### src/rtl/smb_blkbuf.sv
module smb_blkbuf #(
  parameter int DEPTH = 32
) (
  input  logic       clk,
  input  logic       rst_n,
  input  logic       reg_wr,
  input  logic       reg_rd,
  input  logic [2:0] reg_addr,
  input  logic [7:0] reg_wdata,
  output logic [7:0] reg_rdata,
  output logic       bus_req,
  output logic [2:0] bus_op,
  output logic [7:0] bus_tx,
  input  logic       bus_done,
  input  logic       bus_nak,
  input  logic [7:0] bus_rx
);
  localparam int IW = $clog2(DEPTH);
  localparam logic [7:0] MAXB = 8'(DEPTH);
  localparam logic [2:0] A_STAT = 3'd0, A_CTRL = 3'd1, A_CNT = 3'd2, A_BLK = 3'd3,
                         A_AUX = 3'd4, A_TGT = 3'd5, A_CMD = 3'd6;
  localparam logic [2:0] OP_START = 3'd0, OP_SEND = 3'd1, OP_RECV = 3'd2,
                         OP_RLAST = 3'd3, OP_STOP = 3'd4;

  typedef enum logic [3:0] {
    S_IDLE, S_ADDR_W, S_CMD, S_CNT_TX, S_DATA_TX, S_ADDR_R, S_CNT_RX, S_DATA_RX, S_STOP
  } state_t;

  state_t          state;
  logic [7:0]      mem [DEPTH];
  logic [IW-1:0]   idx, k;
  logic [7:0]      cnt, tgt, cmd;
  logic            aux_en, st_done, st_dev, st_fail;

  wire busy     = (state != S_IDLE);
  wire cfg_wr   = reg_wr && !busy;
  wire blk_wr   = cfg_wr && reg_addr == A_BLK;
  wire blk_rd   = reg_rd && reg_addr == A_BLK;
  wire rewind   = reg_rd && reg_addr == A_CTRL;
  wire start    = cfg_wr && reg_addr == A_CTRL && reg_wdata[6] && aux_en;
  wire cnt_ok   = (cnt != 8'd0) && (cnt <= MAXB);
  wire rx_ok    = (bus_rx != 8'd0) && (bus_rx <= MAXB);
  wire k_last   = (8'(k) + 8'd1) == cnt;
  wire sending  = state inside {S_ADDR_W, S_CMD, S_CNT_TX, S_DATA_TX, S_ADDR_R};
  wire nak_hit  = bus_done && bus_nak && sending;
  wire [IW-1:0] idx_nx = (idx == IW'(DEPTH-1)) ? '0 : idx + 1'b1;

  always_ff @(posedge clk or negedge rst_n) begin
    if (!rst_n) begin
      state   <= S_IDLE;
      idx     <= '0;
      k       <= '0;
      cnt     <= '0;
      tgt     <= '0;
      cmd     <= '0;
      aux_en  <= 1'b0;
      st_done <= 1'b0;
      st_dev  <= 1'b0;
      st_fail <= 1'b0;
    end else begin
      if (rewind) idx <= '0;
      else if (blk_wr || blk_rd) idx <= idx_nx;

      if (cfg_wr && reg_addr == A_CNT) cnt    <= reg_wdata;
      if (cfg_wr && reg_addr == A_AUX) aux_en <= reg_wdata[1];
      if (cfg_wr && reg_addr == A_TGT) tgt    <= reg_wdata;
      if (cfg_wr && reg_addr == A_CMD) cmd    <= reg_wdata;

      if (reg_wr && reg_addr == A_STAT) begin
        if (reg_wdata[1]) st_done <= 1'b0;
        if (reg_wdata[2]) st_dev  <= 1'b0;
        if (reg_wdata[4]) st_fail <= 1'b0;
      end

      if (start) begin
        if (!tgt[0] && !cnt_ok) begin
          st_done <= 1'b1;
          st_fail <= 1'b1;
        end else begin
          state <= S_ADDR_W;
          k     <= '0;
        end
      end

      if (nak_hit) begin
        state  <= S_STOP;
        st_dev <= 1'b1;
      end else if (bus_done) begin
        case (state)
          S_ADDR_W:  state <= S_CMD;
          S_CMD:     state <= tgt[0] ? S_ADDR_R : S_CNT_TX;
          S_CNT_TX:  state <= S_DATA_TX;
          S_DATA_TX: begin
            if (k_last) state <= S_STOP;
            else k <= k + 1'b1;
          end
          S_ADDR_R:  state <= S_CNT_RX;
          S_CNT_RX: begin
            cnt <= bus_rx;
            if (rx_ok) state <= S_DATA_RX;
            else begin
              state   <= S_STOP;
              st_fail <= 1'b1;
            end
          end
          S_DATA_RX: begin
            if (k_last) state <= S_STOP;
            else k <= k + 1'b1;
          end
          S_STOP: begin
            state   <= S_IDLE;
            st_done <= 1'b1;
          end
          default: state <= S_IDLE;
        endcase
      end
    end
  end

  always_ff @(posedge clk) begin
    if (blk_wr) mem[idx] <= reg_wdata;
    else if (bus_done && state == S_DATA_RX) mem[k] <= bus_rx;
  end

  assign bus_req = busy;

  always_comb begin
    bus_op = OP_STOP;
    bus_tx = 8'h00;
    case (state)
      S_ADDR_W:  begin bus_op = OP_START; bus_tx = {tgt[7:1], 1'b0}; end
      S_CMD:     begin bus_op = OP_SEND;  bus_tx = cmd; end
      S_CNT_TX:  begin bus_op = OP_SEND;  bus_tx = cnt; end
      S_DATA_TX: begin bus_op = OP_SEND;  bus_tx = mem[k]; end
      S_ADDR_R:  begin bus_op = OP_START; bus_tx = {tgt[7:1], 1'b1}; end
      S_CNT_RX:  bus_op = OP_RECV;
      S_DATA_RX: bus_op = k_last ? OP_RLAST : OP_RECV;
      default:   bus_op = OP_STOP;
    endcase
  end

  always_comb begin
    case (reg_addr)
      A_STAT:  reg_rdata = {3'b000, st_fail, 1'b0, st_dev, st_done, busy};
      A_CNT:   reg_rdata = cnt;
      A_BLK:   reg_rdata = mem[idx];
      A_AUX:   reg_rdata = {6'd0, aux_en, 1'b0};
      A_TGT:   reg_rdata = tgt;
      A_CMD:   reg_rdata = cmd;
      default: reg_rdata = 8'h00;
    endcase
  end

  AST_NO_MODE_NO_BUS: assert property (@(posedge clk) disable iff (!rst_n)
    (!bus_req && !aux_en && reg_wr && reg_addr == A_CTRL) |=> !bus_req);
  AST_CTRL_REWIND: assert property (@(posedge clk) disable iff (!rst_n)
    (reg_rd && reg_addr == A_CTRL) |=> (idx == '0));
  AST_IDX_STEP: assert property (@(posedge clk) disable iff (!rst_n)
    (reg_rd && reg_addr == A_BLK && idx != IW'(DEPTH-1)) |=> (idx == IW'($past(idx) + 1'b1)));
  AST_IDX_WRAP: assert property (@(posedge clk) disable iff (!rst_n)
    (reg_rd && reg_addr == A_BLK && idx == IW'(DEPTH-1)) |=> (idx == '0));
  AST_K_IN_RANGE: assert property (@(posedge clk) disable iff (!rst_n)
    (state == S_DATA_TX || state == S_DATA_RX) |-> (8'(k) < cnt && cnt <= MAXB));
  AST_BAD_RXCNT: assert property (@(posedge clk) disable iff (!rst_n)
    (bus_done && state == S_CNT_RX && (bus_rx == 8'd0 || bus_rx > MAXB)) |=> (bus_op == OP_STOP && st_fail));
  AST_DONE_IDLE: assert property (@(posedge clk) disable iff (!rst_n)
    (bus_done && state == S_STOP) |=> (!bus_req && st_done));
  AST_NAK_STOP: assert property (@(posedge clk) disable iff (!rst_n)
    (bus_done && bus_nak && bus_req && (bus_op == OP_START || bus_op == OP_SEND)) |=> (bus_op == OP_STOP && st_dev));
  AST_BUSY_HOLD: assert property (@(posedge clk) disable iff (!rst_n)
    (bus_req && reg_wr && reg_addr == A_CMD) |=> $stable(cmd));
endmodule

### config.mk
export PLATFORM = sky130hd
export DESIGN_NAME = smb_blkbuf
export DESIGN_NICKNAME = d
export VERILOG_FILES = /design/src/rtl/smb_blkbuf.sv
export SDC_FILE = /design/constraint.sdc
export NUM_CORES = 1
export LEC_CHECK = 0
export BUFFER_PORTS_ARGS = -buffer_cell sky130_fd_sc_hd__clkbuf_2
export CAP_MARGIN = 20
export CORE_MARGIN = 2
export CORE_UTILIZATION = 55
export DETAILED_ROUTE_END_ITERATION = 12
export PLACE_DENSITY_LB_ADDON = 0.12
export SYNTH_ARGS = -nofsm -noshare
export SYNTH_HDL_FRONTEND = slang
export SYNTH_SLANG_ARGS = --single-unit
### constraint.sdc
create_clock -name clk -period 3 [get_ports clk]
set_input_delay 0.3 -clock clk [delete_from_list [all_inputs] [get_ports clk]]
set_output_delay 0.3 -clock clk [all_outputs]
set_load 0.01 [all_outputs]
==> flow_summary_export.csv, run 1 <==
group,metric,value,unit
global_route,grt-ovfl-total,0,
finish,diodes,0,
clocking,cts_tree,"built",
die,die-area,29340,sq um
sta,setup_viol,16,
setup_path,cp_cell_sequence,"buf_6 > buf_12 > mux4_2 > mux4_2 > a211o_1 > clkbuf_2",
sta,worst_slew_pin_slew,1.192,ns
setup_path,slowest_delay,0.55,ns
yosys,synth_edf_count,256,
die,initial_utilization,0.5555,
yosys,synth_top_area_share,0.4995,
yosys,synth_cell_types,71,
setup_path,timing.rr.start,"state[3]",
placement,dp.cells,1539,
status,status,"complete, but fails checks",
setup_path,crit_top_cell,"mux4_2",
die,design.core.area,27710,sq um
routing,drtPass1Iterations,8,
setup_path,startpoint_type,"register",
sta,slew_violations,0,
setup_path,crit_path_end_kind,"primary output",
finish,stdcell_area,18770,sq um
yosys,syn_area_per_cell,14.15,sq um
global_route,grt_max_degree,33,
sta,skew,0.01305,ns
pwr,leakagePower,6.706,nW
placement,placed_area,16600,sq um
flow_run,drv_cap,0,
die,die_w,171.3,microns
die,die_y,171.3,microns
setup_path,required,2.70,ns
sta,fin_ws,-0.1211,ns
yosys,yosys_register_bits,298,
setup_path,r2r_cells,6,
routing,ant_nets,0,
sta,rsz0062_at_grt,"yes",
clocking,cts_max_level,2,
clocking,clk_latency,0.52,ns
setup_path,criticalPathCategory,"register to primary output",
routing,num_vias,10876,
yosys,synth.largest_area_cell,"edfxtp_1",
clocking,tritoncts.num_buffers,34,
setup_path,crit_slowest_cell,"mux4_2",
routing,wl_per_cell,28.46,microns
global_route,grt_pass1_wl,67810,microns
yosys,yosysWarnings,0,
global_route,antenna_found_initial,0,
setup_path,r2r_slack,0.16,ns
clocking,clk_path_buf_depth,3,
yosys,ys_seq_area_frac,0.5678,
pwr,pwr_density_cell,659.9,nW/um^2
yosys,synthArstFlopShare,0.1409,
routing,route.detailed.drc,0,
setup_path,r2r-end,"mem[19][5]",
routing,routed_via_density,6.612,
yosys,synth_area_leaders,"edfxtp_1 50%, mux2i_1 11%, mux4_2 10%, dfrtp_1 6.8%, a22oi_1 2.5%",
finish,drive_above_1_share,0.3433,
placement,portBuffers,44,
min_path,hold_class,"primary input to register",
yosys,synthFlopType,"edfxtp_1",
clocking,cts_sinks,298,
sta,post-route-min-period,3.121,ns
min_path,hold_end,"cmd[0]",
sta,maxSlewHeadroom,0.2023,
sta,period_share,1.040,
sta,hold_viol,0,
status,violations,"setup timing",
min_path,hold_depth,2,
placement,pre_cts_slack,0.09756,ns
routing,drt_iter0_drc,1466,
yosys,syn-cell-area,15390,sq um
sta,clock.fmax,0.3204,GHz
pwr,total_power,12.38,mW
routing,routed_wl,46810,microns
placement,hpwl,30800,microns
placement,gp_congestion,0.9568,
setup_path,arrival,2.82,ns
yosys,synth_common_cells,"256 x edfxtp_1, 167 x mux2i_1, 71 x mux4_2, 68 x nor2_1, 66 x nand2_1",
clocking,cts-root-buf,"clkbuf_16",
global_route,track_usage,0.3229,
clocking,path_clk_slew,0.06,ns
setup_path,cp_max_fo,7,
die,placementRows,61,
yosys,netlist_instances,1088,
yosys,syn_nets,1116,
pwr,vdd_drop_max,0.0006312,V
global_route,grt_pass1_vias,10451,
yosys,yosysMostFrequentCell,"edfxtp_1",
die,ios,45,
finish,nets,1274,
finish,synthToLayoutAreaGrowth,21.93,%
min_path,hp-start,"reg_wdata[0]",
finish,final_cells,1645,
## through the flow
stage / TNS [ns] / utilization / hold slack (ns)
2_1_floorplan: 0 / - / 0.004409
3_5_place_dp: 0 / 0.5990 / 0.2433
3_3_place_gp: 0 / 0.5990 / 0.2462
5_1_grt: -1.601 / 0.6774 / 0.06292
6_report: -0.8852 / 0.6774 / 0.05175
4_1_cts: -0.9621 / 0.6632 / 0.04284
## flip-flops by register name (all words and copies together), names as in the netlist
name	count
aux_en	1
idx	5
k	5
state	4
st_done	1
cnt	8
mem	256
st_fail	1
st_dev	1
cmd	8
tgt	8
## layout make-up
| type | count | area (sq um) |
|---|---|---|
| repair buffers | 203 | 1808 |
| clock inverters | 12 | 106.4 |
| fillers | 1968 | 8939 |
| clock buffers | 45 | 965.9 |
| flip-flops and latches | 298 | 8753 |
| multi-input cells | 702 | 6634 |
| well taps | 378 | 473.0 |
| inverters | 7 | 26.28 |
## what timing repair did
action,in CTS,in global routing
setup buffers,26,20
gates resized for setup,78,67
setup endpoints to repair,17,17
endpoints found under the hold margin,13,0
pin swaps,34,33
hold buffers,1,0
cloned,6,0
## where the power goes
part	total [mW]	internal, mW	switching (mW)
Clock	4.03	2.42	1.61
Sequential	4.86	4.64	0.225
Combinational	3.49	1.59	1.90
Total	12.4	8.65	3.73
## layout by cell type, fill, tap and decap left out, types with 15 or more instances in the layout
cell,instances
mux4_2,71
clkbuf_2,37
nor2_1,67
a21oi_1,27
a22oi_1,36
mux2i_1,154
nand2_1,62
buf_4,123
edfxtp_1,256
clkbuf_16,37
buf_12,15
a22oi_2,15
a21oi_2,18
dfrtp_1,36
## critical path, delay by kind of cell, from the launching register on
family	cells	cell delay, ns
mux	2	1.07
buf+inv	3	0.43
compound gates	1	0.34
flops	1	0.45
## kinds of logic after synthesis
family,count (synthesis),synth area share
AND/OR/NAND/NOR,231,0.07333
AO/OA/AOI/OAI,203,0.09324
buffers and inverters,88,0.03195
adder cells (fa/ha/maj),3,0.002439
flip-flops,298,0.5678
multiplexers,259,0.2279
XOR/XNOR,6,0.003414
## how the worst max path moves through the flow
stage	from	to	slack [ns]	cells past startpoint
after CTS	idx[0]	reg_rdata[1]	-0.1	8
after detailed placement	idx[0]	reg_rdata[4]	0.1	7
final	k[0]	bus_tx[7]	-0.12	6
after floorplan	idx[0]	mem[28][0]	0.75	7
after global placement	idx[0]	reg_rdata[4]	0.08	7
after global routing	k[0]	bus_tx[7]	-0.16	6
## per-layer routing
layer	vias to the layer above	wire [microns]	global-route usage
met4	0	1762	0.1183
met1	5509	18920	0.4541
met3	91	4706	0.07639
met5	-	0	0
met2	619	21420	0.4946
li1	4657	-	-
Power figures use the tool's default switching activity.
==> run 2, diff against run 1 <==
==> config.mk (replaced) <==
export PLATFORM = sky130hd
export DESIGN_NAME = smb_blkbuf
export DESIGN_NICKNAME = d
export VERILOG_FILES = /design/src/rtl/smb_blkbuf.sv
export SDC_FILE = /design/constraint.sdc
export NUM_CORES = 1
export LEC_CHECK = 0
export CORE_MARGIN = 2
export CORE_UTILIZATION = 51
export DETAILED_ROUTE_END_ITERATION = 12
export DONT_BUFFER_PORTS = 1
export PLACE_DENSITY_LB_ADDON = 0.12
export SYNTH_ARGS = -nofsm -noshare
export SYNTH_HDL_FRONTEND = slang
export SYNTH_SLANG_ARGS = --single-unit
==> run 2 against run 1 <==
  * The flow still finishes with violations (setup timing)
  * Register-to-register slack better by 0.07 ns
  * Non-clock buffer count decreased by 73
  * Via count down 2.8%
  * Routed wire length down 0.17%
  * Clock power up 2%
  * Design area shrank 2.9%
  * Die area increased by 7.7%
  * Clock skew is essentially flat
  * Setup slack improved by 0.084 ns
  * Core utilization fell by 6.4 points
  * Largest cell class unchanged
  * Largest power group unchanged
==> flow_summary_export.csv, run 2 (synthesis gave the netlist of run 1 again) <==
group,metric,value,unit
sta,slew_violations,0,
die,design.core.area,29720,sq um
setup_path,r2r_slack,0.23,ns
placement,gp_congestion,0.9193,
pwr,pwr-share-clk,0.338,
placement,portBuffers,0,
pwr,internal-power,8.468,mW
global_route,grt-ovfl-total,0,
setup_path,crit_slowest_cell,"mux4_2",
clocking,cts-root-buf,"clkbuf_16",
setup_path,path_buf_inv,2,
die,die-area,31580,sq um
setup_path,startpoint_type,"register",
clocking,clk_latency,0.52,ns
sta,worst_slew_pin_slew,1.186,ns
finish,diodes,0,
status,status,"complete, but fails checks",
routing,num_vias,10576,
setup_path,criticalPathCategory,"register to primary output",
global_route,track_usage,0.2964,
finish,drive_above_1_share,0.2682,
sta,hold_viol,0,
placement,pre_cts_slack,0.2613,ns
pwr,swShare,0.3029,
routing,drtPass1Iterations,7,
routing,route.detailed.drc,0,
finish,largest_reg_flops,256,
clocking,path_clk_slew,0.06,ns
die,die_w,177.7,microns
sta,fin_tns_setup,-0.06849,ns
min_path,hold_end,"cnt[6]",
min_path,hold_depth,2,
clocking,clk_path_buf_depth,3,
setup_path,arrival,2.74,ns
die,die_y,177.7,microns
pwr,leakagePower,6.335,nW
routing,routed_via_density,6.664,
placement,hpwl,30630,microns
global_route,grt_pass1_wl,67510,microns
sta,period_share,1.012,
setup_path,r2r-end,"mem[29][7]",
setup_path,cp_max_fo,8,
clocking,tritoncts.num_buffers,34,
sta,rsz0062_at_grt,"yes",
global_route,grt_pass1_vias,10259,
sta,post-route-min-period,3.037,ns
finish,regMostFlops,"mem",
pwr,vdd_drop_max,0.0004732,V
pwr,p_sw,3.679,mW
flow_run,drv_cap,0,
pwr,pwr_density_cell,666.7,nW/um^2
finish,stdcell_area,18220,sq um
setup_path,crit_path_end_kind,"primary output",
die,placementRows,63,
clocking,cts_sinks,298,
routing,drt_iter0_drc,1009,
clocking,cts_tree,"built",
finish,final_common_cell,"edfxtp_1",
placement,placed_area,16270,sq um
global_route,grt_max_degree,43,
setup_path,crit_family,"multiplexers",
sta,maxSlewHeadroom,0.2092,
min_path,hp-start,"reg_wdata[6]",
sta,clock.fmax,0.3293,GHz
setup_path,timing.rr.start,"state[3]",
die,ios,45,
pwr,pwr-share-comb,0.263,
setup_path,cp_cell_sequence,"buf_12 > buf_12 > mux4_2 > mux4_2 > a211o_4",
setup_path,slowest_delay,0.54,ns
pwr,seqPwrFrac,0.399,
routing,ant_nets,0,
clocking,cts_max_level,2,
finish,final_cell_mix,"256 x edfxtp_1, 160 x mux2i_1, 89 x buf_4, 71 x mux4_2, 68 x nor2_1",
sta,setup_viol,3,
setup_path,required,2.70,ns
die,initial_utilization,0.5179,
routing,routed_wl,46730,microns
finish,synthToLayoutAreaGrowth,18.37,%
sta,skew,0.01298,ns
finish,nets,1201,
pwr,total_power,12.15,mW
global_route,antenna_found_initial,0,
finish,fill_cells,2246,
min_path,hold_class,"primary input to register",
status,violations,"setup timing",
sta,fin_ws,-0.03704,ns
routing,wl_per_cell,29.45,microns
setup_path,r2r_cells,7,
run 2: final cells by class:
type	instances	area (sq um)	area share
inverter	7	26.28	0.001442
clock inverter	22	230.2	0.01264
timing repair buffer	130	1344	0.07376
multi-input combinational	702	6513	0.3575
clock buffer	38	865.8	0.04752
sequential	298	8752	0.4804
tap	390	488.0	0.02678
run 2: routing by layer:
layer	vias to the layer above	routed length, microns	global-route usage
met1	5386	19240	0.4186
met3	108	4742	0.07155
met4	0	1836	0.1247
met2	573	20920	0.4409
li1	4509	-	-
met5	-	0	0
run 2: per-stage QoR:
stage / hold slack, ns / util / cells
2_1_floorplan: 0.004409 / - / 1088
3_3_place_gp: 0.006782 / 0.5475 / 1491
3_5_place_dp: 0.007180 / 0.5475 / 1491
4_1_cts: 0.002577 / 0.6057 / 1585
5_1_grt: 0.004096 / 0.6131 / 1587
6_report: 0.01200 / 0.6131 / 1587
run 2: worst max-delay path by stage:
stage               cells past startpoint      endpoint   start  slack [ns]
floorplan                               7    mem[28][0]  idx[0]        0.75
global placement                        7  reg_rdata[4]  idx[2]        0.25
detailed placement                      7  reg_rdata[4]  idx[2]        0.26
CTS                                     5     bus_tx[7]    k[0]       -0.03
global route                            5     bus_tx[7]    k[0]       -0.06
finish                                  5     bus_tx[7]    k[0]       -0.04
run 2: timing repair:
item,in CTS,in global routing
setup endpoints to repair,16,17
cloned,5,0
hold endpoints to repair,74,0
pin swaps,12,8
hold buffers,19,0
resized for setup,38,37
buffers inserted,10,2
run 2: power groups by stage:
| stage | sequential [mW] | combinational (mW) | clock (mW) |
|---|---|---|---|
| finish | 4.85 | 3.19 | 4.10 |
| global route | 4.86 | 3.32 | 4.33 |
| CTS | 4.84 | 2.98 | 4.17 |
| detailed placement | 4.92 | 2.61 | 0 |
| global placement | 4.92 | 2.60 | 0 |
| floorplan | 4.79 | 1.75 | 0 |
==> run 3, diff against run 2 <==
--- a/config.mk
+++ b/config.mk
@@ -10,6 +10,7 @@
 export DETAILED_ROUTE_END_ITERATION = 12
 export DONT_BUFFER_PORTS = 1
 export PLACE_DENSITY_LB_ADDON = 0.12
+export SETUP_SLACK_MARGIN = 0.05
 export SYNTH_ARGS = -nofsm -noshare
 export SYNTH_HDL_FRONTEND = slang
 export SYNTH_SLANG_ARGS = --single-unit
==> run 3 against run 2 <==
  * The flow still finishes with violations (setup timing)
  * Hold slack about the same
  * Clock power about the same
  * Cell count up 0.63%
  * Critical path depth up 1
  * Design area up 1.2%
  * Largest power group unchanged
  * Setup slack worse by 0.041 ns
  * Fmax down 1.3%
  * Critical path type unchanged
  * Critical endpoint is now reg_rdata[7]
  * Clock skew about the same
  * Total power up 1.8%
==> flow_summary_export.csv, run 3 (synthesis gave the netlist of run 1 again) <==
group,metric,value,unit
status,status,"complete, but fails checks",
status,violations,"setup timing",
routing,drtPass1Iterations,7,
global_route,grt-ovfl-total,0,
pwr,seqPwrFrac,0.392,
min_path,hp-start,"reg_wdata[6]",
global_route,antenna_found_initial,0,
die,initial_utilization,0.5179,
routing,route.detailed.drc,0,
sta,fin_tns_setup,-0.2119,ns
flow_run,drv_cap,0,
sta,worst_slew_pin_slew,1.148,ns
routing,wl_per_cell,29.56,microns
finish,diodes,0,
finish,synthToLayoutAreaGrowth,19.79,%
routing,routed_wl,47210,microns
finish,largest_reg_flops,256,
pwr,p_sw,3.784,mW
min_path,hold_class,"primary input to register",
finish,fill_cells,2210,
finish,drive_above_1_share,0.2817,
pwr,vdd_drop_max,0.0004764,V
sta,hold_viol,0,
die,ios,45,
setup_path,cp_max_fo,7,
setup_path,startpoint_type,"register",
sta,skew,0.01316,ns
setup_path,cp-startpoint,"idx[0]",
routing,routed_via_density,6.672,
routing,num_vias,10655,
placement,dp.cells,1491,
sta,clock.fmax,0.3249,GHz
pwr,pwr-share-clk,0.333,
clocking,cts_sinks,298,
sta,setup_viol,7,
finish,regMostFlops,"mem",
die,die-area,31580,sq um
setup_path,criticalPathCategory,"register to primary output",
min_path,hold_depth,2,
die,die_w,177.7,microns
finish,final_common_cell,"edfxtp_1",
clocking,clk_latency,0.52,ns
sta,rsz0062_at_grt,"yes",
setup_path,timing.rr.start,"state[3]",
finish,final_cell_mix,"256 x edfxtp_1, 160 x mux2i_1, 92 x buf_4, 71 x mux4_2, 68 x nor2_1",
clocking,path_clk_slew,0.06,ns
clocking,cts_tree,"built",
setup_path,r2r-end,"mem[29][7]",
setup_path,r2r_slack,0.27,ns
clocking,clk_path_buf_depth,3,
pwr,swShare,0.3058,
pwr,pwr_density_cell,671.0,nW/um^2
sta,slew_violations,0,
die,placementRows,63,
finish,final_cells,1597,
sta,period_share,1.026,
die,design.core.area,29720,sq um
pwr,leakagePower,6.407,nW
sta,fin_ws,-0.07762,ns
clocking,cts-root-buf,"clkbuf_16",
min_path,hold_end,"cnt[6]",
routing,drt_iter0_drc,1100,
sta,post-route-min-period,3.078,ns
pwr,pwr-share-comb,0.275,
pwr,total_power,12.37,mW
routing,ant_nets,0,
global_route,track_usage,0.2977,
global_route,grt_pass1_wl,68120,microns
setup_path,arrival,2.78,ns
sta,maxSlewHeadroom,0.2344,
global_route,grt_max_degree,43,
finish,finish.utilization,0.6204,
placement,portBuffers,0,
setup_path,required,2.70,ns
clocking,tritoncts.num_buffers,34,
global_route,grt_pass1_vias,10267,
finish,nets,1211,
clocking,cts_max_level,2,
placement,hpwl,30630,microns
setup_path,r2r_cells,7,
die,die_y,177.7,microns
pwr,internal-power,8.587,mW
setup_path,crit_path_end_kind,"primary output",
placement,gp_congestion,0.9193,
[run 3: cell count changes in the layout (fill, tap and decap cells not counted), sizes merged]
cell    previous run  this run
clkbuf            38        40
buf              110       118
[run 3: repair_timing]
action                                  in CTS  in global routing
hold buffers                                19                  0
pin swaps                                   22                 26
endpoints found under the hold margin       74                  0
endpoints found under the setup margin      17                 17
buffers inserted                            12                  8
resized for setup                           57                 37
gates cloned                                 5                  2
[run 3: metrics by stage]
stage	worst slack (ns)	hold slack (ns)	instance area (sq um)
after floorplan	0.7502	0.004409	15390
after global placement	0.2535	0.006782	16270
after detailed placement	0.2613	0.007180	16270
after CTS	-0.02932	0.002577	18110
after global routing	-0.07496	0.005369	18440
final	-0.07762	0.01220	18440
[run 3: how the worst max path moves through the flow]
stage | endpoint | slack, ns | cells past startpoint
floorplan | mem[28][0] | 0.75 | 7
global placement | reg_rdata[4] | 0.25 | 7
detailed placement | reg_rdata[4] | 0.26 | 7
CTS | bus_tx[7] | -0.03 | 5
global route | reg_rdata[1] | -0.07 | 8
finish | reg_rdata[7] | -0.08 | 6
[run 3: critical path, cell delays in order (launching register included)]
cell and delay (ns):
dfrtp_4 0.52, buf_6 0.16, buf_12 0.14, mux4_2 0.57
mux2i_2 0.24, a211oi_2 0.15, a221o_1 0.47
[run 3: layout make-up]
class / count / area, sq um / area share
clock buffers: 38 / 865.8 / 0.04696
repair buffers: 140 / 1485 / 0.08056
inverters: 7 / 26.28 / 0.001425
clock inverters: 22 / 230.2 / 0.01249
well taps: 390 / 488.0 / 0.02647
flip-flops and latches: 298 / 8756 / 0.4749
multi-input cells: 702 / 6585 / 0.3572
[run 3: power by group through the flow]
stage	sequential [mW]	clock [mW]	combinational, mW
after global routing	4.86	4.33	3.53
after CTS	4.84	4.17	3.05
after detailed placement	4.92	0	2.61
after floorplan	4.79	0	1.75
after global placement	4.92	0	2.60
final	4.85	4.11	3.41
[run 3: per-layer routing]
layer / GRT usage / vias up / routed length [microns] / share of wire
li1: - / 4544 / - / -
met1: 0.4257 / 5445 / 19650 / 0.42
met2: 0.4491 / 569 / 21610 / 0.46
met3: 0.06705 / 97 / 4430 / 0.094
met4: 0.1062 / 0 / 1520 / 0.032
met5: 0 / - / 0 / 0
